--- src/rtl/led_telegram_rx.sv ---
module led_telegram_rx #(
  parameter int BYTE_W   = 8,
  parameter int LAST_LED = 211,
  parameter int END_CODE = 253
) (
  input  logic              clk,
  input  logic              rst_n,
  input  logic [BYTE_W-1:0] rx_byte,
  input  logic              rx_valid,
  output logic              rdy,
  output logic              wr_en,
  output logic [BYTE_W-1:0] wr_addr,
  output logic [BYTE_W-1:0] wr_color,
  output logic              refresh_start,
  input  logic              refresh_done,
  output logic              addr_err
);

  typedef enum logic [1:0] {S_ADDR, S_COLOR, S_BUSY} st_t;

  st_t               st;
  logic [BYTE_W-1:0] addr_q;
  logic              addr_bad;

  wire take     = rx_valid && rdy;
  wire is_end   = rx_byte == BYTE_W'(END_CODE);
  wire past_end = rx_byte > BYTE_W'(LAST_LED);

  assign rdy = (st != S_BUSY);

  always_ff @(posedge clk or negedge rst_n) begin
    if (!rst_n) begin
      st            <= S_ADDR;
      addr_q        <= '0;
      addr_bad      <= 1'b0;
      wr_en         <= 1'b0;
      wr_addr       <= '0;
      wr_color      <= '0;
      refresh_start <= 1'b0;
      addr_err      <= 1'b0;
    end else begin
      wr_en         <= 1'b0;
      refresh_start <= 1'b0;
      case (st)
        S_ADDR: if (take) begin
          if (is_end) begin
            st            <= S_BUSY;
            refresh_start <= 1'b1;
          end else begin
            addr_q   <= rx_byte;
            addr_bad <= past_end;
            if (past_end) addr_err <= 1'b1;
            st <= S_COLOR;
          end
        end
        S_COLOR: if (take) begin
          st <= S_ADDR;
          if (!addr_bad) begin
            wr_en    <= 1'b1;
            wr_addr  <= addr_q;
            wr_color <= rx_byte;
          end
        end
        S_BUSY: if (refresh_done) st <= S_ADDR;
        default: st <= S_ADDR;
      endcase
    end
  end

endmodule


--- config.mk ---
export PLATFORM = sky130hd
export DESIGN_NAME = led_telegram_rx
export DESIGN_NICKNAME = d
export VERILOG_FILES = /design/src/rtl/led_telegram_rx.sv
export SDC_FILE = /design/constraint.sdc
export NUM_CORES = 1
export LEC_CHECK = 0
export BUFFER_PORTS_ARGS = -buffer_cell sky130_fd_sc_hd__buf_2
export CORE_ASPECT_RATIO = 1.1
export CORE_MARGIN = 4
export CORE_UTILIZATION = 40
export DETAILED_ROUTE_END_ITERATION = 8
export PLACE_DENSITY = 0.63
export SLEW_MARGIN = 40
export SYNTH_ARGS = -nofsm -noshare
export SYNTH_HDL_FRONTEND = slang
export SYNTH_SLANG_ARGS = --single-unit
--- constraint.sdc ---
create_clock -name clk -period 1.73 [get_ports clk]
set_input_delay 0.2595 -clock clk [delete_from_list [all_inputs] [get_ports clk]]
set_output_delay 0.2595 -clock clk [all_outputs]
set_load 0.005 [all_outputs]
==> results.py, run 1 <==
metrics = {
    "synthesis": {
        "ys.flop_type": "dfrtp_1",
        "ys_async_sr_fraction_pct": 100.0,
        "synth_largest_area_cell": "dfrtp_1",
        "avgSynthCellArea_um2": 16.00,
        "synth_edf_count": 0,
        "yosysTopAreaCellShare_pct": 62.57,
        "netlist_instances": 75,
        "ys_seq_elements": 30,
        "ys_seq_area_share_pct": 62.57,
        "syn_nets": 87,
        "netlist_top_cells_area": "dfrtp_1 (63%), mux2_1 (15%), mux2_4 (10%)",
        "synth_warnings": 0,
        "synth.distinct_cells": 21,
        "synth_area_mm2": 0.001200,
    },
    "clock_tree": {
        "clk_latency_ps": 320,
        "cts.clk_slew.worst_paths_ps": 90,
        "htree_levels": 2,
        "ctsLongestPathBuffers": 2,
        "cts_tree": "built",
        "cts_sinks": 30,
        "cts-buffers-inserted": 5,
        "post_cts_buffers": 0,
        "root_buffer": "clkbuf_4",
    },
    "routing": {
        "via_count": 703,
        "avgRoutedWirePerCell_um": 13.96,
        "drc": 0,
        "ant_nets": 0,
        "drt_first_iter_violations": 15,
        "dr.pass1.iters": 4,
        "drt_wl_total_um": 2066,
        "viasPerCell": 4.750,
    },
    "timing": {
        "worstMarginPinSlew_ps": 637.8,
        "fin_setup_tns_ps": 0,
        "min_period_ps": 1584,
        "rsz0062_at_grt": "no",
        "finalHoldViolations": 0,
        "drv_slew": 0,
        "fin_skew_ps": 6.913,
        "clock.fmax_mhz": 631.3,
        "post-route-period-util_pct": 91.56,
        "setup_viol": 0,
        "relSlewSlack_pct": 57.48,
    },
    "worst_hold_path": {
        "whs_path_depth": 2,
        "hold_class": "input pin to flop",
        "min_from": "refresh_done",
    },
    "worst_setup_path": {
        "cp.buffers_inverters": 1,
        "endpoint": "addr_q[4]",
        "r2r_end": "addr_q[4]",
        "cp.depth": 4,
        "cp_cell_sequence": "or3b_4 -> o21bai_1 -> buf_4 -> mux2_4",
        "critPathSlowestCell": "dfrtp_1",
        "arrival_ps": 1790,
        "crit_family": "flip-flops",
        "cpPeakStageDelay_ps": 410,
        "cp.required_ps": 1940,
        "critical_path_class": "flop to flop",
        "r2r_start": "st[1]",
        "crit_path_end_kind": "flop",
        "rr_worst_depth": 4,
        "ff2ff_setup_slack_ps": 150,
        "startpoint": "st[1]",
        "critPathLaunchType": "flop",
        "cp_max_fo": 10,
    },
    "status": {
        "status": "finished clean",
    },
    "grt": {
        "grt_max_degree": 31,
        "grt_usage_pct": 12.46,
        "grt_pass1_vias": 773,
        "grt_pass1_wl_um": 3546,
        "overflow": 0,
        "antenna_found_initial": 0,
    },
    "final_layout": {
        "multi_input_area_um2": 424.2,
        "fillers": 247,
        "area_growth_pct": 23.88,
        "design_area_mm2": 0.001486,
        "num_antenna_cells": 0,
        "fin_nets": 126,
        "regArea_um2": 750.7,
        "drive_gt1_share_pct": 44.35,
    },
    "power_and_ir_drop": {
        "ir_drop_mv": 0.6905,
        "p_total_w": 0.002008,
        "powerDensity_mw_per_mm2": 1351,
        "leakage_nw": 0.7184,
    },
    "placement": {
        "place_area_mm2": 0.001398,
        "routabilityCongestion": 0.8104,
        "portBuffers": 31,
        "place_hpwl_um": 1572,
    },
    "die": {
        "rows": 20,
        "core_mm2": 0.002828,
        "ioPinCount": 32,
        "die-height_um": 65.45,
        "start_util_pct": 42.43,
        "dieWidth_um": 60.22,
        "dieArea_mm2": 0.003941,
    },
    "flow_run": {
        "drv_cap": 0,
    },
}
timing repair:
item,CTS,global route
hold buffers,1,0
gates resized for setup,0,0
endpoints found under the hold margin,30,0
how the worst min path moves through the flow:
stage                             to  slack, ps
after detailed placement  wr_addr[3]        320
after floorplan             addr_bad        -40
final                          st[1]        140
after CTS                      st[1]        120
after global routing           st[1]        110
after global placement    wr_addr[3]        310
power breakdown:
part	switching (W)	total [W]	leakage, nW	internal (W)
combinational	0.000190	0.000491	0.316	0.000300
sequential	0.0000962	0.00101	0.358	0.000919
clock	0.000225	0.000503	0.0446	0.000277
kinds of logic after synthesis:
group | count (synthesis) | synth area share (%)
buf+inv | 4 | 2.085
mux | 25 | 25.86
flops | 30 | 62.57
simple gates | 9 | 5.631
compound gates | 7 | 3.858
cell usage in the layout (no fill, tap or decap):
master / netlist / final
buf_2: 2 / 31
dfrtp_1: 30 / 30
mux2_1: 16 / 16
mux2_4: 8 / 8
clkbuf_4: 0 / 5
clkbuf_8: 0 / 3
buf_4: 0 / 3
nand2b_1: 2 / 2
o21bai_1: 2 / 2
and4bb_1: 1 / 1
or3b_4: 1 / 1
nand4_1: 1 / 1
nand4b_1: 1 / 1
or2_1: 1 / 1
nor2_1: 1 / 1
o21a_1: 1 / 1
o211ai_1: 1 / 1
o22ai_1: 1 / 1
inv_1: 1 / 1
mux2i_1: 1 / 1
nor2b_1: 1 / 1
o21ai_0: 1 / 1
a21oi_1: 1 / 1
dlygate4sd3_1: 0 / 1
stage by stage:
stage	worst slack (ps)	hold slack, ps	std cells	utilization, %
after global routing	83.05	109.7	148	52.57
after detailed placement	161.3	323.2	139	49.42
after global placement	184.1	309.2	139	49.42
final	146.0	137.0	148	52.57
after floorplan	229.2	-36.09	75	-
after CTS	147.3	123.9	148	52.57
sequential cells by signal, indices dropped and copies added, names as in the netlist:
signal	count
addr_err	1
wr_addr	8
addr_bad	1
wr_en	1
addr_q	8
refresh_start	1
st	2
wr_color	8
final cells by class:
type / instances / area share (%)
multi-input cells: 41 / 28.54
clock buffers: 8 / 5.303
well taps: 33 / 2.778
repair buffers: 35 / 12.63
inverters: 1 / 0.2525
flip-flops and latches: 30 / 50.50
cells in the mapped netlist (2+ instances only):
library cell / n
mux2_1: 16
dfrtp_1: 30
nand2b_1: 2
mux2_4: 8
o21bai_1: 2
buf_2: 2
layer usage:
layer | GRT usage, % | share of wire (%) | up-vias
met5 | 0 | 0 | -
met4 | 7.479 | 1.9 | 0
met3 | 4.322 | 5.0 | 5
met2 | 20.00 | 52 | 14
met1 | 13.91 | 41 | 340
li1 | - | - | 344
Note: power is estimated with default switching activity, not from simulation.
==> inputs of run 2 (changes only) <==
--- a/config.mk
+++ b/config.mk
@@ -6,5 +6,5 @@
 export NUM_CORES = 1
 export LEC_CHECK = 0
-export BUFFER_PORTS_ARGS = -buffer_cell sky130_fd_sc_hd__buf_2
+export BUFFER_PORTS_ARGS = -buffer_cell sky130_fd_sc_hd__buf_4
 export CORE_ASPECT_RATIO = 1.1
 export CORE_MARGIN = 4
==> constraint.sdc (replaced) <==
create_clock -name clk -period 1.73 [get_ports clk]
set_input_delay 0.2595 -clock clk [delete_from_list [all_inputs] [get_ports clk]]
set_output_delay 0.2595 -clock clk [all_outputs]
set_load 0.01 [all_outputs]
==> results.py, run 2 (synthesis results as in run 1) <==
metrics = {
    "worst_setup_path": {
        "cp_max_fo": 10,
        "cpPeakStageDelay_ps": 420,
        "critPathLaunchType": "flop",
        "cp.required_ps": 1930,
        "cp_cell_sequence": "or3b_4 -> o21bai_1 -> buf_4 -> mux2_4",
        "ff2ff_setup_slack_ps": 140,
        "crit_path_end_kind": "flop",
        "arrival_ps": 1800,
        "critPathSlowestCell": "dfrtp_1",
        "critical_path_class": "flop to flop",
    },
    "timing": {
        "rsz0062_at_grt": "no",
        "drv_slew": 0,
        "worstMarginPinSlew_ps": 360.3,
        "fin_skew_ps": 8.878,
        "fin_setup_tns_ps": 0,
        "min_period_ps": 1595,
        "relSlewSlack_pct": 75.98,
        "hold_ws_ps": 138.6,
        "clock.fmax_mhz": 627.1,
        "post-route-period-util_pct": 92.18,
        "setup_viol": 0,
        "finalHoldViolations": 0,
    },
    "final_layout": {
        "fin_nets": 126,
        "fin_util_pct": 55.27,
        "drive_gt1_share_pct": 44.35,
        "mostFrequentLayoutCell": "buf_4",
        "mostFrequentLayoutCells": "buf_4 (34), dfrtp_1 (30), mux2_1 (16)",
        "num_antenna_cells": 0,
        "area_growth_pct": 30.24,
        "top_regs": "addr_q (8), wr_addr (8), wr_color (8)",
    },
    "die": {
        "core_mm2": 0.002828,
        "start_util_pct": 42.43,
        "dieWidth_um": 60.22,
        "dieArea_mm2": 0.003941,
        "die-height_um": 65.45,
        "rows": 20,
        "ioPinCount": 32,
    },
    "routing": {
        "drt_wl_total_um": 2099,
        "dr.pass1.iters": 2,
        "drt_first_iter_violations": 11,
        "drc": 0,
        "avgRoutedWirePerCell_um": 14.18,
        "via_count": 716,
        "ant_nets": 0,
        "viasPerCell": 4.838,
    },
    "power_and_ir_drop": {
        "leakage_nw": 0.7451,
        "p_total_w": 0.002212,
        "powerDensity_mw_per_mm2": 1416,
        "ir_drop_mv": 0.9854,
    },
    "clock_tree": {
        "cts_tree": "built",
        "post_cts_buffers": 0,
        "clk_latency_ps": 320,
        "cts.clk_slew.worst_paths_ps": 90,
        "root_buffer": "clkbuf_4",
        "cts_resized": 0,
        "cts_sinks": 30,
        "ctsLongestPathBuffers": 2,
        "cts-buffers-inserted": 5,
        "htree_levels": 2,
    },
    "flow_run": {
        "drv_cap": 0,
    },
    "placement": {
        "routabilityCongestion": 0.8072,
        "place_hpwl_um": 1556,
        "portBuffers": 31,
    },
    "worst_hold_path": {
        "hold_class": "input pin to flop",
    },
    "grt": {
        "overflow": 0,
        "grt_max_degree": 31,
        "antenna_found_initial": 0,
        "grt_pass1_wl_um": 3560,
        "grt_pass1_vias": 730,
        "grt_usage_pct": 12.63,
    },
    "status": {
        "status": "finished clean",
    },
}
==> run 2: cell types whose count changed in the layout (fill, tap and decap cells not counted), sizes merged <==
cell    before  now
clkbuf       8    5
clkinv       0    2
bufinv       0    1
==> run 2: path summary, 6_finish.rpt <==
kind,start,endpoint,depth (start not counted)
min reg2reg,st[1],st[0],1
min in group asynchronous,rst_n,addr_q[3],2
max reg2reg,st[1],addr_q[4],4
max,st[1],addr_q[4],4
max in group asynchronous,rst_n,wr_addr[6],2
min,refresh_done,st[1],2
==> run 2: metal layers <==
layer / share of wire (%) / GRT usage (%) / vias up
li1: - / - / 347
met1: 43 / 16.08 / 351
met2: 51 / 18.65 / 13
met3: 4.3 / 4.912 / 5
met4: 1.6 / 5.817 / 0
met5: 0 / 0 / -
==> run 2: critical path: cells and delay by family (launching register included) <==
kind | cells | cell delay, ps
multiplexers | 1 | 300
flip-flops | 1 | 420
AND/OR/NAND/NOR | 1 | 410
buffers and inverters | 1 | 190
AO/OA/AOI/OAI | 1 | 160
==> run 2: metrics by stage <==
stage	cells	worst slack [ps]	area, um2
after floorplan	75	229.2	1200
after global placement	139	184.3	1475
after detailed placement	139	156.6	1475
after CTS	148	139.4	1563
after global routing	148	79.28	1563
final	148	135.4	1563
==> run 2: layout make-up <==
cell class	count	area, um2
tap	33	41.29
inverter	1	3.754
fill	245	1265
multi-input combinational	41	424.2
clock inverter	3	40.04
clock buffer	5	37.54
sequential	30	750.7
timing repair buffer	35	265.3
==> run 2: report_power, final <==
group,internal [W],switching (W)
Combinational,0.000400,0.000258
Clock,0.000299,0.000230
Sequential,0.000919,0.000106
Total,0.00162,0.000594
==> run 2: what timing repair did <==
item	4_1_cts	5_1_grt
endpoints found under the hold margin	30	0
setup endpoints to repair	0	0
hold buffers	1	0
==> inputs of run 3 (changes only) <==
Settings changed: CORE_MARGIN 4 to 2.
==> results.py, run 3 (synthesis results as in run 1) <==
metrics = {
    "clock_tree": {
        "root_buffer": "clkbuf_4",
        "ctsLongestPathBuffers": 2,
        "cts-buffers-inserted": 5,
        "cts_sinks": 30,
        "cts_tree": "built",
        "cts.clk_slew.worst_paths_ps": 90,
        "htree_levels": 2,
        "post_cts_buffers": 0,
        "clk_latency_ps": 320,
    },
    "grt": {
        "antenna_found_initial": 0,
        "grt_max_degree": 31,
        "grt_pass1_vias": 742,
        "overflow": 0,
        "grt_pass1_wl_um": 3650,
        "grt_usage_pct": 14.99,
    },
    "timing": {
        "min_period_ps": 1611,
        "finalHoldViolations": 0,
        "worst_slack_ps": 119.5,
        "rsz0062_at_grt": "no",
        "clock.fmax_mhz": 620.9,
        "post-route-period-util_pct": 93.09,
        "fin_skew_ps": 4.622,
        "drv_slew": 0,
        "fin_setup_tns_ps": 0,
        "hold_ws_ps": 128.5,
        "worstMarginPinSlew_ps": 472.4,
        "setup_viol": 0,
        "relSlewSlack_pct": 68.51,
    },
    "power_and_ir_drop": {
        "power_report.internal_total_w": 0.001465,
        "leakage_nw": 0.7126,
        "power_frac_seq_pct": 50.1,
        "power_switching_w": 0.0005869,
        "powerDensity_mw_per_mm2": 1355,
        "combinationalPowerShare_pct": 31.7,
        "sw_frac_of_total_pct": 28.60,
        "ir_drop_mv": 0.8082,
        "clock_power_share_pct": 18.3,
    },
    "die": {
        "dieArea_mm2": 0.003454,
        "die-height_um": 61.45,
        "rows": 20,
        "core_mm2": 0.002803,
        "ioPinCount": 32,
        "start_util_pct": 42.81,
        "dieWidth_um": 56.22,
    },
    "routing": {
        "drt_first_iter_violations": 7,
        "drc": 0,
        "viasPerCell": 5.000,
        "drt_wl_total_um": 2143,
        "ant_nets": 0,
        "dr.pass1.iters": 2,
        "via_count": 725,
        "avgRoutedWirePerCell_um": 14.78,
    },
    "worst_setup_path": {
        "cp.required_ps": 1940,
        "critical_path_class": "flop to flop",
        "crit_path_end_kind": "flop",
        "cp_max_fo": 10,
        "arrival_ps": 1820,
        "critPathLaunchType": "flop",
    },
    "worst_hold_path": {
        "hold_class": "input pin to flop",
    },
    "placement": {
        "routabilityCongestion": 0.7584,
        "place_ws_ps": 1.680,
        "portBuffers": 31,
        "place_area_mm2": 0.001460,
        "dp.cells": 137,
        "place_hpwl_um": 1496,
    },
    "final_layout": {
        "fin_nets": 124,
        "design_area_mm2": 0.001515,
        "num_antenna_cells": 0,
        "mostFrequentLayoutCells": "buf_4 (32), dfrtp_1 (30), mux2_1 (16)",
        "drive_gt1_share_pct": 41.96,
        "fillers": 245,
        "stdcell_count": 145,
        "top_regs": "addr_q (8), wr_addr (8), wr_color (8)",
        "area_growth_pct": 26.28,
        "mostFrequentLayoutCell": "buf_4",
    },
    "status": {
        "status": "finished clean",
    },
    "flow_run": {
        "drv_cap": 0,
    },
}
## run 3: path summary, 6_finish.rpt
kind,startpoint,to,slack (ps),cells after the start
worst min-delay path,refresh_done,st[1],130,2
worst max-delay path,st[1],addr_q[3],120,4
max in group asynchronous,rst_n,wr_addr[6],1070,2
min in group asynchronous,rst_n,wr_color[0],390,2
worst min register to register,wr_color[4],wr_color[4],490,1
worst max register to register,st[1],addr_q[3],120,4
## run 3: area by class of cell
class | count | area (um2) | share of cell area, %
Clock buffer | 7 | 45.04 | 2.973
Multi-Input combinational cell | 41 | 424.2 | 27.99
Tap cell | 33 | 41.29 | 2.725
Inverter | 1 | 3.754 | 0.2477
Timing Repair Buffer | 33 | 250.2 | 16.52
Sequential cell | 30 | 750.7 | 49.55
## run 3: layer usage
layer | up-vias | part of all wire (%) | GRT usage, %
met5 | - | 0 | 0
met4 | 0 | 1.9 | 7.143
met3 | 5 | 4.9 | 6.933
met2 | 14 | 50 | 23.53
met1 | 364 | 43 | 17.83
li1 | 342 | - | -
## run 3: through the flow
step | power (W) | utilization [%]
6_report | 0.002052 | 54.06
5_1_grt | 0.002197 | 54.06
4_1_cts | 0.002084 | 54.06
3_5_place_dp | 0.001705 | 52.10
3_3_place_gp | 0.001686 | 52.10
2_1_floorplan | 0.001350 | -
## run 3: what timing repair did
action / CTS / global route
resized for setup: 1 / 0
hold buffers: 1 / 0
endpoints found under the setup margin: 1 / 0
hold endpoints to repair: 30 / 0
## run 3: critical path, stage by stage (launching register included)
cell and delay (ps):
dfrtp_1 420, or3b_4 420, o21bai_1 160, buf_4 200
mux2_4 300
## run 3: power by group through the flow
stage | combinational [W] | sequential [W] | clock, W
after floorplan | 0.000240 | 0.00111 | 0
after global placement | 0.000646 | 0.00104 | 0
after detailed placement | 0.000657 | 0.00105 | 0
after CTS | 0.000663 | 0.00103 | 0.000388
after global routing | 0.000706 | 0.00106 | 0.000429
final | 0.000650 | 0.00103 | 0.000375
